<file path="config.mk">
export PLATFORM = sky130hd
export DESIGN_NAME = lsu_align_unit
export DESIGN_NICKNAME = d
export VERILOG_FILES = /design/src/rtl/lsu_pkg.sv /design/src/rtl/lsu_addr_gen.sv /design/src/rtl/lsu_store_steer.sv /design/src/rtl/lsu_load_extract.sv /design/src/rtl/lsu_align_unit.sv
export SDC_FILE = /design/constraint.sdc
export NUM_CORES = 1
export LEC_CHECK = 0
export BUFFER_PORTS_ARGS = -buffer_cell sky130_fd_sc_hd__buf_2
export CAP_MARGIN = 20
export CORE_ASPECT_RATIO = 1.2
export CORE_MARGIN = 1.5
export CORE_UTILIZATION = 52
export DETAILED_ROUTE_END_ITERATION = 8
export MAX_ROUTING_LAYER = met4
export PLACE_DENSITY = 0.89
export SYNTH_ARGS = -nofsm -noshare
export SYNTH_HDL_FRONTEND = slang
export SYNTH_HIERARCHICAL = 1
export SYNTH_SLANG_ARGS = --single-unit
</file>
<file path="constraint.sdc">
create_clock -name clk -period 2.15 [get_ports clk]
set_input_delay 0.215 -clock clk [delete_from_list [all_inputs] [get_ports clk]]
set_output_delay 0.215 -clock clk [all_outputs]
set_load 0.05 [all_outputs]
</file>
<file path="src/rtl/lsu_pkg.sv">
package lsu_pkg;

    typedef enum logic [1:0] {
        SZ_BYTE = 2'd0,
        SZ_HALF = 2'd1,
        SZ_WORD = 2'd2,
        SZ_RSVD = 2'd3
    } acc_size_t;

    typedef enum logic [1:0] {
        ST_IDLE  = 2'd0,
        ST_ISSUE = 2'd1,
        ST_RESP  = 2'd2,
        ST_FAULT = 2'd3
    } lsu_state_t;

endpackage

</file>
<file path="src/rtl/lsu_addr_gen.sv">
module lsu_addr_gen
    import lsu_pkg::*;
#(
    parameter int ADDR_W    = 32,
    parameter int OFF_W     = 16,
    parameter int LANE_BITS = 2
) (
    input  logic [ADDR_W-1:0]    base,
    input  logic [OFF_W-1:0]     offset,
    input  acc_size_t            size,
    output logic [ADDR_W-1:0]    eff_addr,
    output logic [LANE_BITS-1:0] lane,
    output logic                 aligned
);

    localparam int EXT_W = ADDR_W - OFF_W;

    logic [ADDR_W-1:0] off_ext;

    assign off_ext  = {{EXT_W{offset[OFF_W-1]}}, offset};
    assign eff_addr = base + off_ext;
    assign lane     = eff_addr[LANE_BITS-1:0];

    always_comb begin
        unique case (size)
            SZ_BYTE: aligned = 1'b1;
            SZ_HALF: aligned = ~eff_addr[0];
            SZ_WORD: aligned = (eff_addr[LANE_BITS-1:0] == '0);
            default: aligned = 1'b0;
        endcase
    end

endmodule

</file>
<file path="src/rtl/lsu_store_steer.sv">
module lsu_store_steer
    import lsu_pkg::*;
#(
    parameter int DATA_W = 32
) (
    input  acc_size_t                    size,
    input  logic [$clog2(DATA_W/8)-1:0]  lane,
    input  logic [DATA_W-1:0]            wdata,
    output logic [DATA_W/8-1:0]          be,
    output logic [DATA_W-1:0]            lane_data
);

    localparam int BYTES     = DATA_W / 8;
    localparam int LANE_BITS = $clog2(BYTES);

    // Address offset i drives big-endian lane bits [DATA_W-1-8i -: 8].
    for (genvar i = 0; i < BYTES; i++) begin : g_lane
        localparam int HI = DATA_W - 1 - 8 * i;
        logic       hit;
        logic [7:0] byte_val;

        always_comb begin
            unique case (size)
                SZ_BYTE: begin
                    hit      = (lane == LANE_BITS'(i));
                    byte_val = wdata[7:0];
                end
                SZ_HALF: begin
                    hit      = (lane[LANE_BITS-1:1] == (LANE_BITS-1)'(i / 2));
                    byte_val = (i % 2 == 0) ? wdata[15:8] : wdata[7:0];
                end
                SZ_WORD: begin
                    hit      = 1'b1;
                    byte_val = wdata[HI -: 8];
                end
                default: begin
                    hit      = 1'b0;
                    byte_val = 8'h00;
                end
            endcase
        end

        assign be[BYTES-1-i]   = hit;
        assign lane_data[HI -: 8] = byte_val;
    end

endmodule

</file>
<file path="src/rtl/lsu_load_extract.sv">
module lsu_load_extract
    import lsu_pkg::*;
#(
    parameter int DATA_W = 32
) (
    input  acc_size_t                    size,
    input  logic [$clog2(DATA_W/8)-1:0]  lane,
    input  logic                         sgn,
    input  logic [DATA_W-1:0]            rdata,
    output logic [DATA_W-1:0]            result
);

    localparam int BYTES     = DATA_W / 8;
    localparam int LANE_BITS = $clog2(BYTES);

    logic [7:0]  byte_pick;
    logic [15:0] half_pick;
    int          bidx;
    int          hidx;

    always_comb begin
        bidx      = int'(lane);
        hidx      = int'(lane[LANE_BITS-1:1]);
        byte_pick = rdata[(DATA_W - 1) - 8 * bidx -: 8];
        half_pick = rdata[(DATA_W - 1) - 16 * hidx -: 16];
        unique case (size)
            SZ_BYTE: result = {{(DATA_W-8){sgn & byte_pick[7]}}, byte_pick};
            SZ_HALF: result = {{(DATA_W-16){sgn & half_pick[15]}}, half_pick};
            SZ_WORD: result = rdata;
            default: result = '0;
        endcase
    end

endmodule

</file>
<file path="src/rtl/lsu_align_unit.sv">
module lsu_align_unit
    import lsu_pkg::*;
#(
    parameter int DATA_W = 32,
    parameter int ADDR_W = 32,
    parameter int OFF_W  = 16
) (
    input  logic              clk,
    input  logic              rst_n,
    input  logic              req_valid,
    input  logic              req_store,
    input  logic [1:0]        req_size,
    input  logic              req_signed,
    input  logic [ADDR_W-1:0] base_val,
    input  logic [OFF_W-1:0]  offset_imm,
    input  logic [DATA_W-1:0] store_data,
    output logic              busy,
    output logic [ADDR_W-1:0] mem_addr,
    output logic              mem_rd,
    output logic              mem_wr,
    output logic [DATA_W/8-1:0] mem_be,
    output logic [DATA_W-1:0] mem_wdata,
    input  logic [DATA_W-1:0] mem_rdata,
    output logic              load_valid,
    output logic [DATA_W-1:0] load_data,
    output logic              misalign
);

    localparam int BYTES     = DATA_W / 8;
    localparam int LANE_BITS = $clog2(BYTES);

    lsu_state_t state_q, state_d;

    acc_size_t             req_sz;
    logic [ADDR_W-1:0]     ea;
    logic [LANE_BITS-1:0]  ea_lane;
    logic                  ea_ok;
    logic [BYTES-1:0]      be_c;
    logic [DATA_W-1:0]     wd_c;
    logic [DATA_W-1:0]     ext_c;
    logic                  accept;

    logic [ADDR_W-1:0]     addr_q;
    logic [BYTES-1:0]      be_q;
    logic [DATA_W-1:0]     wdata_q;
    logic                  store_q;
    logic                  sgn_q;
    acc_size_t             size_q;
    logic [LANE_BITS-1:0]  lane_q;

    assign req_sz = acc_size_t'(req_size);
    assign accept = req_valid && (state_q == ST_IDLE);

    lsu_addr_gen #(
        .ADDR_W    (ADDR_W),
        .OFF_W     (OFF_W),
        .LANE_BITS (LANE_BITS)
    ) u_agen (
        .base     (base_val),
        .offset   (offset_imm),
        .size     (req_sz),
        .eff_addr (ea),
        .lane     (ea_lane),
        .aligned  (ea_ok)
    );

    lsu_store_steer #(
        .DATA_W (DATA_W)
    ) u_steer (
        .size      (req_sz),
        .lane      (ea_lane),
        .wdata     (store_data),
        .be        (be_c),
        .lane_data (wd_c)
    );

    lsu_load_extract #(
        .DATA_W (DATA_W)
    ) u_extract (
        .size   (size_q),
        .lane   (lane_q),
        .sgn    (sgn_q),
        .rdata  (mem_rdata),
        .result (ext_c)
    );

    // Next-state logic
    always_comb begin
        state_d = state_q;
        unique case (state_q)
            ST_IDLE:  if (req_valid) state_d = ea_ok ? ST_ISSUE : ST_FAULT;
            ST_ISSUE: state_d = store_q ? ST_IDLE : ST_RESP;
            ST_RESP:  state_d = ST_IDLE;
            ST_FAULT: state_d = ST_IDLE;
            default:  state_d = ST_IDLE;
        endcase
    end

    // State register
    always_ff @(posedge clk or negedge rst_n) begin
        if (!rst_n) state_q <= ST_IDLE;
        else        state_q <= state_d;
    end

    // Request capture on acceptance
    always_ff @(posedge clk or negedge rst_n) begin
        if (!rst_n) begin
            addr_q  <= '0;
            be_q    <= '0;
            wdata_q <= '0;
            store_q <= 1'b0;
            sgn_q   <= 1'b0;
            size_q  <= SZ_BYTE;
            lane_q  <= '0;
        end else if (accept) begin
            addr_q  <= {ea[ADDR_W-1:LANE_BITS], {LANE_BITS{1'b0}}};
            be_q    <= be_c;
            wdata_q <= wd_c;
            store_q <= req_store;
            sgn_q   <= req_signed;
            size_q  <= req_sz;
            lane_q  <= ea_lane;
        end
    end

    // Outputs decoded from state
    always_comb begin
        busy       = 1'b1;
        mem_addr   = addr_q;
        mem_rd     = 1'b0;
        mem_wr     = 1'b0;
        mem_be     = '0;
        mem_wdata  = '0;
        load_valid = 1'b0;
        load_data  = '0;
        misalign   = 1'b0;
        unique case (state_q)
            ST_IDLE:  busy = 1'b0;
            ST_ISSUE: begin
                mem_rd    = ~store_q;
                mem_wr    = store_q;
                mem_be    = be_q;
                mem_wdata = store_q ? wdata_q : '0;
            end
            ST_RESP: begin
                load_valid = 1'b1;
                load_data  = ext_c;
            end
            ST_FAULT: misalign = 1'b1;
            default:  busy = 1'b0;
        endcase
    end


    misalign_no_strobe_chk: assert property (@(posedge clk) disable iff (!rst_n)
        misalign |-> (!mem_rd && !mem_wr && !load_valid));


    misalign_pulse_chk: assert property (@(posedge clk) disable iff (!rst_n)
        misalign |=> !misalign);


    word_addr_chk: assert property (@(posedge clk) disable iff (!rst_n)
        (mem_rd || mem_wr) |-> (mem_addr[LANE_BITS-1:0] == '0));


    strobe_excl_chk: assert property (@(posedge clk) disable iff (!rst_n)
        !(mem_rd && mem_wr));


    rd_then_valid_chk: assert property (@(posedge clk) disable iff (!rst_n)
        mem_rd |=> (load_valid && !mem_rd));


    busy_hold_chk: assert property (@(posedge clk) disable iff (!rst_n)
        mem_rd |=> $stable(mem_addr));


    wr_single_chk: assert property (@(posedge clk) disable iff (!rst_n)
        mem_wr |=> !mem_wr);

endmodule

</file>
-- After elaboration in Yosys (flattened, before gate mapping)
Cells that the tools add are included.
- flip-flop bits (word level): 74
- output and inout port bits: 105
- multiplexer cells: 23
- shift operators: 2
- bitwise logic cells: 5
- eq/ne operators: 11
- reduce and logical (&&, ||, !) cells: 9
- add/sub/neg operators: 3
- operators by type and width (cell ; count):
    2-to-1 mux 32 bit ; 3
    case mux 32 bit (3 select lines) ; 1
    variable part select 47 x 32 -> 16 bit ; 1
    variable part select 39 x 32 -> 8 bit ; 1
    adder 32 bit ; 1
    case mux 8 bit (2 select lines) ; 2
    case mux 8 bit (3 select lines) ; 1
    case mux 1 bit (3 select lines) ; 5
    equality test 2 bit (second input constant) ; 6
    subtractor 5 x 5 -> 6 bit (first input constant) ; 2
    equality test 2 x 1 -> 1 bit (second input constant) ; 4
    logical NOT 2 bit ; 4
    2-to-1 mux 8 bit ; 1
    2-to-1 mux 2 bit ; 3
    case mux 2 bit (3 select lines) ; 1
    OR reduction 2 bit ; 3
    2-to-1 mux 1 bit ; 5
    2-to-1 mux 4 bit ; 1
    NOT 1 bit ; 3
    OR reduction 3 bit ; 1
    AND 1 bit ; 2
    != test 2 bit (second input constant) ; 1
    logical AND 1 bit ; 1

-- Depth between registers and ports, before layout
Gate-level depths: netlist of run 1.
- depth after elaboration: 6
- gate-level depth with buffers: 10

-- Cells and area by module
The synthesis of run 1 kept the hierarchy.
- by module, submodules not included (module ; area an instance (µm²) ; cells an instance ; instances):
    lsu_align_unit ; 3617.2 ; 241 ; 1
    lsu_addr_gen ; 1776.7 ; 237 ; 1
    lsu_load_extract ; 750.7 ; 111 ; 1
    lsu_store_steer ; 594.3 ; 96 ; 1

-- Least setup slack after synthesis of run 1
Ideal clock, no wire load.
- kind: input-to-reg
- start point: in offset_imm[0]
- end point: reg addr_q[26], in the netlist mem_addr[26]
- path buffers: 0
- data arrival time: 2.335 ns
- library setup time: 0.125 ns
- required time: 2.025 ns
- stages on the path: 10
- path slack: -0.310 ns
- path through: ha_1 -> fa_1 -> a21o_1 -> a31o_2 -> nand2_1 -> o221ai_1 -> a311o_1 -> a21oi_2 -> xnor2_1 -> mux2_4
- longest elaborated chain between the ends: 1
- ends and longest elaborated chain (item ; line ; RTL):
    start: declaration ; lsu_align_unit.sv:15 ; input logic [OFF_W-1:0] offset_imm,
    adder 32 bit ; lsu_addr_gen.sv:21 ; assign eff_addr = base + off_ext;
    named net ea[26] ; lsu_align_unit.sv:35 ; logic [ADDR_W-1:0] ea;
    end signal: assignment ; lsu_align_unit.sv:116 ; addr_q <= {ea[ADDR_W-1:LANE_BITS], {LANE_BITS{1'b0}}};
    end: declaration ; lsu_align_unit.sv:43 ; logic [ADDR_W-1:0] addr_q;
The timed path passes the listed nets, and every way through them passes these cells.
A chain may end at the register's enable or synchronous reset.

-- Final worst setup path of run 1
- start point: reg lane_q[1]
- end point: out load_data[11]
- longest elaborated chain between the ends: 5
- elaborated cells on any way between the ends: 7
- classes of those cells: add/sub: 2; shift: 2; mux: 2; bitwise: 1
- ends and longest elaborated chain (item ; line ; RTL):
    start: declaration ; lsu_align_unit.sv:49 ; logic [LANE_BITS-1:0] lane_q;
    start signal: assignment ; lsu_align_unit.sv:122 ; lane_q <= ea_lane;
    subtractor 5 x 5 -> 6 bit ; lsu_load_extract.sv:24 ; byte_pick = rdata[(DATA_W - 1) - 8 * bidx -: 8];
    variable part select 39 x 32 -> 8 bit ; lsu_load_extract.sv:24 ;
    AND 1 bit ; lsu_load_extract.sv:27 ; SZ_BYTE: result = {{(DATA_W-8){sgn & byte_pick[7]}}, byte_pick};
    case mux 32 bit (3 select lines) * ; lsu_load_extract.sv:26 ; unique case (size)
    named net ext_c[11] ; lsu_align_unit.sv:40 ; logic [DATA_W-1:0] ext_c;
    2-to-1 mux 32 bit * ; lsu_align_unit.sv:137 ; unique case (state_q)
    end: declaration ; lsu_align_unit.sv:25 ; output logic [DATA_W-1:0] load_data,
The timed path passes the listed nets; every way through them passes the cells marked *.

==> impl_metrics.tcl, run 1 <==
set metrics [dict create \
    drt_pass1_iterations 7 \
    final_core_utilization_pct 76.75 \
    power_w 0.01139 \
    final.period_utilization_pct 109.3 \
    static-leakage-power_nw 4.761 \
    design.die.area_um2 13650 \
    groute.layer.met1.usage_pct 36.21 \
    power.share.switching_pct 46.31 \
    cts.path.max_buffers 2 \
    floorplan.rows 45 \
    cts_num_sinks 74 \
    share_seq_of_total_power_pct 21.8 \
    startpoint_type "flip-flop" \
    maxClockFrequency_mhz 425.7 \
    num_vias 7078 \
    yosys-top-cells-area "dfrtp_1, mux2_4, ha_1" \
    replace_congestion 0.9553 \
    synth_top_area_cell "dfrtp_1" \
    finalSetupViolations 30 \
    numPortBuffers 221 \
    wl_per_cell_um 20.82 \
    grt_pass1_vias 6710 \
    critical_path.max_fanout 13 \
    drc_marker_count_from_the_first_detailed_route_iteration 891 \
    finalHoldViolations 0 \
    synth.avg_cell_area_um2 9.838 \
    ys.warnings.count 6 \
    synthArstFlopShare_pct 100.0 \
    grt_overall_usage_pct 32.09 \
    ys.flop_type "dfrtp_1" \
    synth.cell_area_um2 6739 \
    grt_busiest_layer "met2" \
    num-fill-cells 764 \
    worst_skew_pair.late_latency_ns 0.34 \
    criticalPathCategory "reg -> out" \
    grt_antenna_before_repair 0 \
    finalNetCount 1142 \
    grt_start_max_net_pins 45 \
    clock-skew-final_ns 0.006031 \
    arrival_ns 2.13 \
    vdd.ir_drop.worst_uv 846.5 \
    grt_setup_unrepaired "true" \
    dieWidth_um 106.9 \
    synthesis.instances 685 \
    detailedPlacementHpwl_um 15580 \
    power.switching_w 0.005274 \
    ys_seq_area_share_pct 27.48 \
    first_pass_grt_wire_length_um 33550 \
    cts.clk_slew.worst_paths_ns 0.06 \
    gr-total-overflow 0 \
    cts_tree "yes" \
    timing.slew.headroom_pct 47.22 \
    synthToLayoutAreaGrowth_pct 44.28 \
    pwr_density_cell_nw_per_um2 1171 \
    violated_checks "negative setup slack" \
    die_height_um 127.7 \
    clock-root-buffer "clkbuf_16" \
    synth_cell_type_count 75 \
    drv.max_cap_violation_count 0 \
    drt_drc_violations_left 0 \
    initial_utilization_pct 53.20 \
    ioPinCount 224 \
    power.clock.fraction_pct 14.5 \
    synth_enable_flop_cells 0 \
    vias_per_cell 6.128 \
    antenna-diode-count 0 \
    postLayoutSetupSlackWorst_ns -0.1993 \
    cts_buffers 9 \
    power_frac_comb_pct 63.7 \
    h-tree-depth 3 \
    layout_common_cells "buf_2, buf_4, dfrtp_1, mux2_4, and2_1" \
    routed_wirelength_um 24050 \
    max_slew.worst_pin.slew_ns 0.7917 \
    hold_path.class "in -> reg" \
    grt_util_met3_pct 6.101 \
    use_met2_pct 53.96 \
    end_kind "primary output" \
    synth.top_cell.area_share_pct 27.48 \
    standard_cell_core_area_um2 12670 \
    layout_commonest_cell "buf_2" \
    timing.final.crit_period_ns 2.349 \
    required_arrival_time_at_the_worst_endpoint_ns 1.93 \
    internal_power_w 0.006116 \
    drive_gt1_share_pct 51.77 \
    antenna_left 0 \
    timing.final.max_slew_violations 0 \
    yosys_register_bits 74 \
    status "complete, but fails checks" \
]
## per-stage QoR
stage,area [um2],hold slack [ns],TNS [ns],cells,worst slack (ns)
global placement,8591,0.1802,-6.921,1113,-0.3961
finish,9723,0.1106,-2.771,1155,-0.1993
detailed placement,8591,0.1903,-7.710,1113,-0.5029
CTS,9236,0.09533,-0.7582,1135,-0.07952
floorplan,6940,-0.08059,-0.3266,686,-0.1392
global route,9723,0.1005,-4.874,1155,-0.2703
## synth_stat cells, types with 12 or more instances
library cell	n
a21oi_1	37
o21ai_0	27
mux2_4	69
dfrtp_1	74
ha_1	36
nor2_1	31
o211ai_1	21
and2_1	70
buf_2	17
a22oi_1	24
clkbuf_1	12
nor2b_1	13
xnor2_1	16
xor2_1	12
nand2_1	45
a21o_1	20
mux2_2	13
## power by group through the flow
stage	registers, W	clock network, W	logic, W
final	0.00248	0.00165	0.00725
after global routing	0.00253	0.00173	0.00757
after global placement	0.00240	0	0.00600
after detailed placement	0.00244	0	0.00611
after floorplan	0.00334	0	0.00377
after CTS	0.00247	0.00168	0.00647
## final timing paths
| check | from | to | slack [ns] | cells after the start |
|---|---|---|---|---|
| min in group asynchronous | rst_n | wdata_q[2]$_DFFE_PN0P_ | 0.37 | 2 |
| max in group asynchronous | rst_n | mem_addr[20]$_DFFE_PN0P_ | 1.20 | 3 |
| worst max register to register | state_q[0]$_DFFE_PN0P_ | wdata_q[20]$_DFFE_PN0P_ | 0.51 | 3 |
| worst min register to register | wdata_q[20]$_DFFE_PN0P_ | wdata_q[20]$_DFFE_PN0P_ | 0.50 | 1 |
| worst min-delay path | req_store | store_q$_DFFE_PN0P_ | 0.11 | 2 |
| worst max-delay path | lane_q[1]$_DFFE_PN0P_ | load_data[11] | -0.20 | 6 |
## kinds of logic (layout without fill, tap and decap cells)
logic type	Yosys count	after routing	synth area share, %
and+or+nand+nor	209	209	16.84
DFF	74	74	27.48
AOI/OAI and AO/OA	185	188	19.57
adders and majority gates	37	37	6.981
muxes	89	89	18.59
buffers and inverters	62	364	6.851
xor gates and xnor gates	28	28	3.639
other	1	2	0.05565
## layout make-up
class                   instances  area, um2  area share, %
multi-input cells             553       4942          50.83
repair buffers                341       2376          24.44
flip-flops and latches         74       1854          19.07
clock buffers                  10      229.0          2.355
well taps                     164      205.2          2.110
clock inverters                 6      90.09         0.9265
inverters                       7      26.28         0.2702
## worst max-delay path, cell delays in order (launching register included)
cell     delay (ns)
dfrtp_2        0.46
buf_12         0.17
mux2_2         0.38
a22oi_1        0.26
o21ai_1        0.17
and2_1         0.21
buf_6          0.16
## per-layer routing
layer | part of all wire (%) | wire (um)
met1 | 37 | 8834
met2 | 50 | 12080
met3 | 7.8 | 1874
met4 | 5.2 | 1262
met5 | 0 | 0
## flip-flops by register name (all words and copies together) (netlist names)
register  flops
wdata_q      32
mem_addr     30
be_q          4
lane_q        2
size_q        2
state_q       2
sgn_q         1
store_q       1
## repair_timing
action,4_1_cts,5_1_grt
gates resized for setup,67,71
pin swaps,12,31
setup endpoints to repair,37,41
buffers inserted,2,17
gates cloned,3,3
hold endpoints to repair,30,0
hold buffers,1,0
(Power assumes the default switching activity.)
==> run 2, diff against run 1 <==
Settings changed: CORE_UTILIZATION 52 to 30, PLACE_DENSITY 0.89 to 0.59.
==> run 2 against run 1 <==
  * The run ends with design-rule violations, negative setup slack left
  * Via count fell by 12%
  * Final cell count rose by 7.7%
  * Clock-buffer cell count fell by 1
  * Largest power group unchanged
==> impl_metrics.tcl, run 2 (synthesis results as in run 1) <==
set metrics [dict create \
    design.die.area_um2 23380 \
    drt_pass1_iterations 8 \
    timing.final.crit_period_ns 2.267 \
    num_vias 6233 \
    crit_path_cell_trace "or3b_4 -> a2bb2oi_4 -> buf_12 -> o211ai_1 -> and2_1 -> buf_6" \
    grt_overall_usage_pct 17.64 \
    antenna-diode-count 0 \
    critical_path.max_fanout 13 \
    final_core_utilization_pct 43.75 \
    standard_cell_core_area_um2 21850 \
    postLayoutSetupSlackWorst_ns -0.1172 \
    drive_gt1_share_pct 50.10 \
    initial_utilization_pct 30.84 \
    cts.path.max_buffers 2 \
    grt_setup_unrepaired "true" \
    antenna_left 0 \
    routed_wirelength_um 20800 \
    instances_no_fill 1244 \
    grt_pass1_vias 6181 \
    detailedPlacementHpwl_um 15900 \
    violated_checks "design-rule violations, negative setup slack" \
    maxClockFrequency_mhz 441.1 \
    max_slew.worst_pin.slew_ns 0.8195 \
    ioPinCount 224 \
    layout_common_cells "buf_2, buf_4, mux2_4, and2_1, dfrtp_1" \
    wl_per_cell_um 16.72 \
    worst_skew_pair.late_latency_ns 0.34 \
    cts_buffers 9 \
    finalSetupViolations 17 \
    grt_antenna_before_repair 0 \
    total_instance_count_after_detailed_placement 1220 \
    critical_path.top_delay_family "simple AND/OR/NAND/NOR gates" \
    static-leakage-power_nw 4.623 \
    end_kind "primary output" \
    finalNetCount 1121 \
    vias_per_cell 5.010 \
    h-tree-depth 3 \
    gr-total-overflow 0 \
    hold_path.class "in -> reg" \
    critPathMaxStageDelay_ns 0.45 \
    grt_start_max_net_pins 42 \
    status "complete, but fails checks" \
    cts_tree "yes" \
    critical_path.slowest_cell "or3b_4" \
    die_height_um 167.2 \
    criticalPathCategory "reg -> out" \
    num-fill-cells 2107 \
    timing.slew.headroom_pct 45.37 \
    startpoint_type "flip-flop" \
    timing.final.max_slew_violations 0 \
    required_arrival_time_at_the_worst_endpoint_ns 1.93 \
    synthToLayoutAreaGrowth_pct 41.85 \
    hold-worst-slack_ns 0.1113 \
    drc_marker_count_from_the_first_detailed_route_iteration 309 \
    replace_congestion 0.9046 \
    vdd.ir_drop.worst_uv 493.1 \
    cts_num_sinks 74 \
    layout_commonest_cell "buf_2" \
    max_flop_register "wdata_q" \
    pwr_density_cell_nw_per_um2 1114 \
    final.period_utilization_pct 105.5 \
    dieWidth_um 139.8 \
    floorplan.rows 59 \
    finalInstanceArea_um2 9559 \
    finalHoldViolations 0 \
    drv.max_cap_violation_count 0 \
    numPortBuffers 221 \
    drt_drc_violations_left 22 \
    clock-skew-final_ns 0.01166 \
    largest_register_ff_count 32 \
    arrival_ns 2.05 \
    cp.buffers_inverters 2 \
    cts.clk_slew.worst_paths_ns 0.07 \
    postPlaceCellArea_um2 8718 \
    clock-root-buffer "clkbuf_16" \
    first_pass_grt_wire_length_um 32070 \
]
-- run 2: cell count changes in the layout (fill, tap and decap cells not counted), moves of 3 or more --
cell | previous run | this run
buf_4 | 109 | 94
a22oi_1 | 18 | 21
a22oi_2 | 6 | 3
inv_6 | 1 | 4
mux2_2 | 12 | 9
mux2_4 | 70 | 73
o21ai_1 | 12 | 9
-- run 2: what timing repair did --
item	in CTS	in global routing
endpoints found under the hold margin	36	0
pin swaps	4	12
setup endpoints to repair	38	40
resized for setup	63	58
hold buffers	1	0
cloned	1	0
buffers inserted	6	3
-- run 2: area by class of cell --
class,count,area [um2],share of cell area (%)
Multi-Input combinational cell,551,4861,50.85
Timing Repair Buffer,322,2166,22.66
Sequential cell,74,1857,19.42
Tap cell,274,342.8,3.586
Clock buffer,9,225.2,2.356
Clock inverter,7,81.33,0.8508
Inverter,7,26.28,0.2749
-- run 2: metal layers --
metal | share of wire [%] | track usage, % | vias up
met5 | 0 | - | -
met3 | 5.8 | 3.432 | 27
met2 | 51 | 30.80 | 190
met1 | 41 | 20.32 | 2961
met4 | 2.0 | 5.675 | 0
li1 | - | - | 3055
-- run 2: power by group --
| group | total (W) | internal (W) | switching [W] |
|---|---|---|---|
| logic | 0.00662 | 0.00280 | 0.00382 |
| clock network | 0.00160 | 0.000919 | 0.000676 |
| registers | 0.00243 | 0.00202 | 0.000410 |
| total | 0.0106 | 0.00574 | 0.00491 |
-- run 2: final timing paths --
check	startpoint	slack, ns	endpoint	cells past startpoint
worst max-delay path	size_q[1]$_DFFE_PN0P_	-0.12	load_data[19]	6
max in group asynchronous	rst_n	1.15	mem_addr[22]$_DFFE_PN0P_	3
worst max register to register	state_q[0]$_DFFE_PN0P_	0.48	wdata_q[18]$_DFFE_PN0P_	3
worst min-delay path	req_store	0.11	store_q$_DFFE_PN0P_	2
min in group asynchronous	rst_n	0.39	wdata_q[9]$_DFFE_PN0P_	2
worst min register to register	wdata_q[20]$_DFFE_PN0P_	0.50	wdata_q[20]$_DFFE_PN0P_	1
-- run 2: worst register-to-register path, stage by stage (launching register included) --
cell     delay [ns]
dfrtp_1        0.46
nor3b_4        0.33
buf_12         0.33
mux2_2         0.43
-- run 2: stage by stage --
step           setup slack [ns]  TNS, ns  power [W]
3_5_place_dp            -0.4888   -7.960   0.008558
3_3_place_gp            -0.4719   -7.261   0.008520
5_1_grt                 -0.1724   -2.926    0.01122
6_report                -0.1172  -0.9271    0.01065
2_1_floorplan           -0.1392  -0.3266   0.007110
4_1_cts                 -0.1131   -1.662    0.01054
